## config.mk

```make
export PLATFORM = sky130hd
export DESIGN_NAME = cla_adder16
export DESIGN_NICKNAME = d
export VERILOG_FILES = /design/src/rtl/cla_pkg.sv /design/src/rtl/cla_lookahead.sv /design/src/rtl/cla_slice.sv /design/src/rtl/cla_adder16.sv
export SDC_FILE = /design/constraint.sdc
export NUM_CORES = 1
export LEC_CHECK = 0
export ABC_CLOCK_PERIOD_IN_PS = 3700
export BUFFER_PORTS_ARGS = -buffer_cell sky130_fd_sc_hd__buf_2
export CAP_MARGIN = 20
export CORE_MARGIN = 1
export CORE_UTILIZATION = 52
export DETAILED_ROUTE_END_ITERATION = 8
export PLACE_DENSITY = 0.89
export SLEW_MARGIN = 5
export SYNTH_ARGS = -nofsm -noshare
export SYNTH_HDL_FRONTEND = slang
export SYNTH_SLANG_ARGS = --single-unit
```

## constraint.sdc

```tcl
create_clock -name vclk -period 3.7
set_input_delay 0.74 -clock vclk [all_inputs]
set_output_delay 0.74 -clock vclk [all_outputs]
set_load 0.01 [all_outputs]
```

## src/rtl/cla_pkg.sv

```systemverilog
// Shared sizing for the two-level lookahead adder.
// Assumes slices of at least two bits.
package cla_pkg;
    localparam int SLICE_W_DEF  = 4;
    localparam int NUM_SLICE_DEF = 4;
endpackage

```

## src/rtl/cla_lookahead.sv

```systemverilog
// Flat lookahead carry unit: from N propagate/generate pairs and a carry-in it
// forms carries into positions 1..N as two-level sum-of-products terms, with no
// ripple between positions. The same unit serves inside a slice and between slices.
module cla_lookahead #(
    parameter int N = 4
) (
    input  logic [N-1:0] prop_i,
    input  logic [N-1:0] gen_i,
    input  logic         cin_i,
    output logic [N:1]   carry_o
);
    // Expand each carry into an OR of AND products.
    always_comb begin
        for (int j = 0; j < N; j++) begin
            logic acc;
            logic prod;
            acc = cin_i;
            for (int m = 0; m <= j; m++) acc = acc & prop_i[m];
            for (int k = 0; k <= j; k++) begin
                prod = gen_i[k];
                for (int m = k + 1; m <= j; m++) prod = prod & prop_i[m];
                acc = acc | prod;
            end
            carry_o[j+1] = acc;
        end
    end
endmodule

```

## src/rtl/cla_slice.sv

```systemverilog
// One slice of W bits: forms per-bit generate (a AND b) and inclusive-OR
// propagate, finds its internal carries by lookahead, and outputs sum bits
// plus slice-level propagate and generate. Carry-in comes from the upper level.
module cla_slice #(
    parameter int W = 4
) (
    input  logic [W-1:0] a_i,
    input  logic [W-1:0] b_i,
    input  logic         cin_i,
    output logic [W-1:0] sum_o,
    output logic         grp_prop_o,
    output logic         grp_gen_o
);
    logic [W-1:0] bit_p;
    logic [W-1:0] bit_g;
    logic [W-1:0] half;
    logic [W-1:1] in_carry;
    logic [W-1:0] carry_vec;

    // Per-bit terms.
    always_comb begin
        bit_g = a_i & b_i;
        bit_p = a_i | b_i;
        half  = a_i ^ b_i;
    end

    cla_lookahead #(.N(W - 1)) la_i (
        .prop_i  (bit_p[W-2:0]),
        .gen_i   (bit_g[W-2:0]),
        .cin_i   (cin_i),
        .carry_o (in_carry)
    );

    // Sum bits from half-sum and carry into each bit.
    always_comb begin
        carry_vec = {in_carry, cin_i};
        sum_o     = half ^ carry_vec;
    end

    // Slice propagate and generate, flat form.
    always_comb begin
        logic prod;
        grp_prop_o = &bit_p;
        grp_gen_o  = 1'b0;
        for (int k = 0; k < W; k++) begin
            prod = bit_g[k];
            for (int m = k + 1; m < W; m++) prod = prod & bit_p[m];
            grp_gen_o = grp_gen_o | prod;
        end
    end
endmodule

```

## src/rtl/cla_adder16.sv

```systemverilog
// Top of the two-level lookahead adder. Purely combinational: slices export
// propagate/generate, a second lookahead unit forms all slice carry-ins and
// the carry-out together. No clock or reset is needed.
module cla_adder16 #(
    parameter int SLICE_W   = cla_pkg::SLICE_W_DEF,
    parameter int NUM_SLICE = cla_pkg::NUM_SLICE_DEF
) (
    input  logic [SLICE_W*NUM_SLICE-1:0] a_i,
    input  logic [SLICE_W*NUM_SLICE-1:0] b_i,
    input  logic                         c0_i,
    output logic [SLICE_W*NUM_SLICE-1:0] sum_o,
    output logic                         c16_o
);
    localparam int WIDTH = SLICE_W * NUM_SLICE;

    logic [NUM_SLICE-1:0] slice_p;
    logic [NUM_SLICE-1:0] slice_g;
    logic [NUM_SLICE:1]   upper_carry;
    logic [NUM_SLICE:0]   slice_cin;

    cla_lookahead #(.N(NUM_SLICE)) top_la_i (
        .prop_i  (slice_p),
        .gen_i   (slice_g),
        .cin_i   (c0_i),
        .carry_o (upper_carry)
    );

    // Collect slice carry-ins: c0 for slice 0, upper unit for the rest.
    always_comb slice_cin = {upper_carry, c0_i};

    for (genvar s = 0; s < NUM_SLICE; s++) begin : g_slice
        cla_slice #(.W(SLICE_W)) slice_i (
            .a_i        (a_i[s*SLICE_W +: SLICE_W]),
            .b_i        (b_i[s*SLICE_W +: SLICE_W]),
            .cin_i      (slice_cin[s]),
            .sum_o      (sum_o[s*SLICE_W +: SLICE_W]),
            .grp_prop_o (slice_p[s]),
            .grp_gen_o  (slice_g[s])
        );
    end

    // Final carry-out from the upper unit.
    always_comb c16_o = slice_cin[NUM_SLICE];

    if (WIDTH < 2) begin : g_bad_width
        initial $error("cla_adder16: width too small");
    end
endmodule

```

== Yosys cells after proc, flatten, opt, wreduce, memory -nomap -nowiden ==
Cells that the tools add are included.
Cells by class
  muxes and demuxes: 0
  reductions and logical operators: 4
  eq/ne operators: 0
  multiply operators: 0
  divide/modulo/power cells: 0
  order comparisons: 0
  bitwise logic cells: 108
  shifts and indexed selects: 0
  $add $sub $neg: 0
Operator list (number)
  $and A1 B1 Y1: 46
  $or A1 B1 Y1: 46
  $xor A4 B4 Y4: 8
  $and A4 B4 Y4: 4
  $or A4 B4 Y4: 4
  $reduce_and A4 Y1: 4
Storage, ports and cells
  RAM bits: 0
  bits in read-only memories: 0
  output and inout bits: 17
  bits in latches: 0
  memories kept: 0
  bits in registers: 0
  bits of input ports: 33
  logic and storage cells: 112

== Longest topological paths before layout ==
  depth after elaboration: 19
  mapped depth: 8
  depth with buffers taken out: 8

== Hierarchy ==
A second synthesis with hierarchy kept.
Second synthesis, totals
  cell total of the unflattened synthesis: 133
  area total of the unflattened synthesis: 1043.5 µm²
By module, submodules not included
  cla_slice (g_slice[0].slice_i ...): cells an instance 28, seq. area each 0.0 µm², area each 219.0 µm², times used 3
  cla_slice (g_slice[3].slice_i): cells an instance 28, seq. area each 0.0 µm², area each 222.7 µm², times used 1
  cla_lookahead (g_slice[0].slice_i.la_i ...): cells an instance 4, seq. area each 0.0 µm², area each 31.3 µm², times used 4
  cla_lookahead (top_la_i): cells an instance 5, seq. area each 0.0 µm², area each 38.8 µm², times used 1

== Worst setup path after synthesis ==
Ideal clock, no wire load.
  path type: input port to output port
  start: input port a_i[8]
  end: output port sum_o[13]
  stages: 7
  setup slack: 523 ps
  data required time: 2960 ps
  data arrival time: 2437 ps
  buffers on the path: 0
  path through: ha_1 > nor2b_1 > o311ai_2 > o211ai_2 > or3_1 > fa_1 > xor2_1
Between the ends
  cells in the longest elaborated chain, start to end: 11
  elaborated cells between the ends (all ways): 18
  classes of those cells: 17 x bitwise; 1 x reduce/logical
RTL lines
  start, declared: RTL line cla_adder16.sv:8  | input logic [SLICE_W*NUM_SLICE-1:0] a_i,
  $and A4 B4 Y4: RTL line cla_slice.sv:22  | bit_g = a_i & b_i;
  $and A1 B1 Y1 (3 in series): RTL line cla_slice.sv:47  | for (int m = k + 1; m < W; m++) prod = prod & bit_p[m];
  $or A1 B1 Y1 (3 in series): RTL line cla_slice.sv:48  | grp_gen_o = grp_gen_o | prod;
  $or A1 B1 Y1 *: RTL line cla_lookahead.sv:22  | acc = acc | prod;
  $and A1 B1 Y1 *: RTL line cla_lookahead.sv:18  | for (int m = 0; m <= j; m++) acc = acc & prop_i[m];
  $or A1 B1 Y1 *: RTL line cla_lookahead.sv:22
  $xor A4 B4 Y4 *: RTL line cla_slice.sv:37  | sum_o = half ^ carry_vec;
  end, declared: RTL line cla_adder16.sv:11  | output logic [SLICE_W*NUM_SLICE-1:0] sum_o,
Every way passes the cells marked *; elsewhere a longest branch is shown, timed or not.

== Worst setup path after layout ==
  start: input port a_i[2]
  end: output port sum_o[12]
Between the ends
  cells in the longest elaborated chain, start to end: 12
  elaborated cells between the ends (all ways): 20
  classes of those cells: 19 x bitwise; 1 x reduce/logical
RTL lines
  $or A4 B4 Y4: RTL line cla_slice.sv:23  | bit_p = a_i | b_i;
  $and A1 B1 Y1 (2 in series): RTL line cla_slice.sv:47
  $or A1 B1 Y1 (3 in series): RTL line cla_slice.sv:48
  $and A1 B1 Y1 (2 in series): RTL line cla_lookahead.sv:21  | for (int m = k + 1; m <= j; m++) prod = prod & prop_i[m];
  $or A1 B1 Y1 * (3 in series): RTL line cla_lookahead.sv:22
  $xor A4 B4 Y4 *: RTL line cla_slice.sv:37
Marked as above.

==> summary.txt <==
Clock network
  – Post-CTS Hold Fix Bufs: 0
  – Setup repair bufs after CTS: 0
  – CTS resizes: 0

Placed design
  – I/O Buffers: 50
  – RePlAce Congestion: 0.758
  – Hpwl dp: 2.05 mm

STA
  – Final hold slack: 1.87 ns
  – Setup violators final: 0
  – Rel. slew slack: 0.728
  – Min cycle time layout: 3.52 ns
  – Final Hold Vio Count: 0
  – Worst Max-Slew Pin Slew: 0.407 ns
  – Max-slew violation count: 0
  – Max frequency: 284 MHz
  – Post-route setup TNS: 0 ns
  – RSZ-0062 raised after global routing: false
  – Tcrit/Tclk final: 0.951

Finish
  – Register Area: 0 um2
  – FF+latch count: 0
  – Core Util, Final: 0.689
  – Clock tree buffer count of the final layout: 0
  – Fin nets: 282
  – Area grow syn2layout: 23.9%
  – # diodes: 0
  – Fillers: 208
  – Share of cells above drive strength 1: 0.308

Logic synthesis
  – Cell count after synthesis: 160
  – Largest cells by area after synthesis: ha_1 32%, inv_1 13%, fa_1 6.4%, nor2b_1 3.5%, xor2_1 3.5%
  – Synth top area share: 0.322
  – Yosys warns: 0
  – Library cells used by synthesis: 39
  – Net Count, Synth: 229
  – Mapped cell area: 0.00124 mm2
  – Post-synthesis sequential area ratio: 0
  – Average cell area after synthesis: 7.77 um2
  – Leading area contributor after synthesis: ha_1

Floorplanning
  – I/O pin cnt: 50
  – Die ar.: 0.00259 mm2
  – Initial Utilization: 0.556
  – Core Box Area: 0.00223 mm2
  – Die span in x: 50.9 um
  – Row Count: 17
  – Die Height: 50.9 um

Hold path
  – Hold_sp: b_i[12]
  – Hold path depth: 3
  – Hold Path Class: in -> out
  – Hold Path Sink: sum_o[12]

Routing
  – DRC violations left: 0
  – DR vias: 1,213
  – Final ANT Viol Nets: 0
  – DR pass1 iterations: 4
  – Initial DRC count: 8
  – Vias per inst: 5.08
  – Drt wl/cell: 9.19 um
  – Drt total wl: 2.20 mm

Pwr
  – Power density cells: 147 mW/mm2
  – Pwr Total: 0.226 mW
  – Max VDD drop: 0.0000941 V
  – P_leak: 0.873 nW

Global routing
  – GRT Total Usage: 0.176
  – Largest net degree at the start of global routing: 9
  – GR Overflow Total: 0
  – Antenna violations before repair: 0
  – Vias in the first global route: 1,044
  – First-pass GRT wire length: 3.78 mm

Status
  – Status: finished clean

Setup path
  – CP Data Required Time: 2.96 ns
  – CP max-delay cell: a2111oi_2
  – Crit path cell chain: buf_2, inv_1, ha_1, nor2_1, o211ai_2, a2111oi_2, or3_1, fa_1, buf_2
  – Worst path arrival time: 2.78 ns
  – Critical setup path kind: in -> out
  – Most frequent CP cell: buf_2
  – Crit path max fanout: 5
  – Nature of the critical path endpoint: primary output
  – Crit path launch type: primary input
  – Slowest stage delay, CP: 0.50 ns

Flow run
  – Max-Cap Viols: 0
[where the power goes]
group	internal (mW)	switching [mW]	total, mW	leakage [nW]
logic	0.106	0.120	0.226	0.873
clock network	0	0	0	0
registers	0	0	0	0
total	0.106	0.120	0.226	0.873
[synth_stat cells, types with 2 or more instances]
master,n
a2111oi_2,2
a21oi_1,5
fa_1,4
ha_1,32
inv_1,43
nand2_1,5
nand2b_1,2
nand3_1,3
nor2_1,6
nor2b_1,7
nor3_1,5
nor3b_1,3
nor4_1,2
o211ai_2,3
o21ai_0,4
o21bai_1,4
or3_1,2
or4_1,2
xnor2_1,2
xor2_1,5
[worst max-delay path by stage]
stage	startpoint	to	slack [ns]	depth (start not counted)
2_1_floorplan	a_i[8]	sum_o[13]	0.52	7
3_3_place_gp	a_i[2]	sum_o[12]	0.20	9
3_5_place_dp	a_i[2]	sum_o[12]	0.18	9
4_1_cts	a_i[2]	sum_o[12]	0.17	9
5_1_grt	a_i[2]	sum_o[12]	0.07	9
6_report	a_i[2]	sum_o[12]	0.18	9
[layout make-up]
cell class,count,area (um2),area share
Tap cell,28,35.0,0.0228
Multi-Input combinational cell,116,1080,0.700
Inverter,43,161,0.105
Timing Repair Buffer,52,265,0.172
[placed cells by master (no fill, tap or decap), types with 2 or more instances in the layout]
cell type and n:
xor2_1 5, ha_1 32, nand2_1 5, nor3b_1 3, nand3_1 3, buf_2 50
fa_1 4, nor3_1 5, nand2b_1 2, inv_1 43, a21oi_1 5, nor2b_1 7
or3_1 2, nor2_1 6, o211ai_2 3, o21ai_0 4, or4_1 2, a2111oi_2 2
xnor2_1 2, buf_4 2, o21bai_1 4, nor4_1 2
[worst max-delay path: cells and delay by family]
kind	cells	cell delay (ns)
compound gates	2	0.71
fa+ha+maj	2	0.61
buf+inv	3	0.28
simple gates	2	0.45
[kinds of logic (layout without fill, tap and decap cells)]
logic type / Yosys count / after routing / share of synthesized area
buffers and inverters: 44 / 95 / 0.133
AND/OR/NAND/NOR: 43 / 43 / 0.201
adder cells (fa/ha/maj): 36 / 36 / 0.387
AO/OA/AOI/OAI: 29 / 29 / 0.221
XOR/XNOR: 7 / 7 / 0.0493
multiplexers: 1 / 1 / 0.00906
[per-stage QoR]
stage	instance area [um2]	worst slack (ns)	std cells
final	1540	0.182	239
after global placement	1540	0.200	239
after CTS	1540	0.171	239
after floorplan	1240	0.523	160
after global routing	1540	0.0731	239
after detailed placement	1540	0.182	239
[metal layers]
| metal | share of wire | GRT usage | vias up |
|---|---|---|---|
| met5 | 0 | 0 | - |
| met4 | 0 | 0 | 0 |
| li1 | - | - | 639 |
| met1 | 0.47 | 0.220 | 543 |
| met3 | 0.037 | 0 | 0 |
| met2 | 0.50 | 0.356 | 31 |
(Power assumes the default switching activity.)
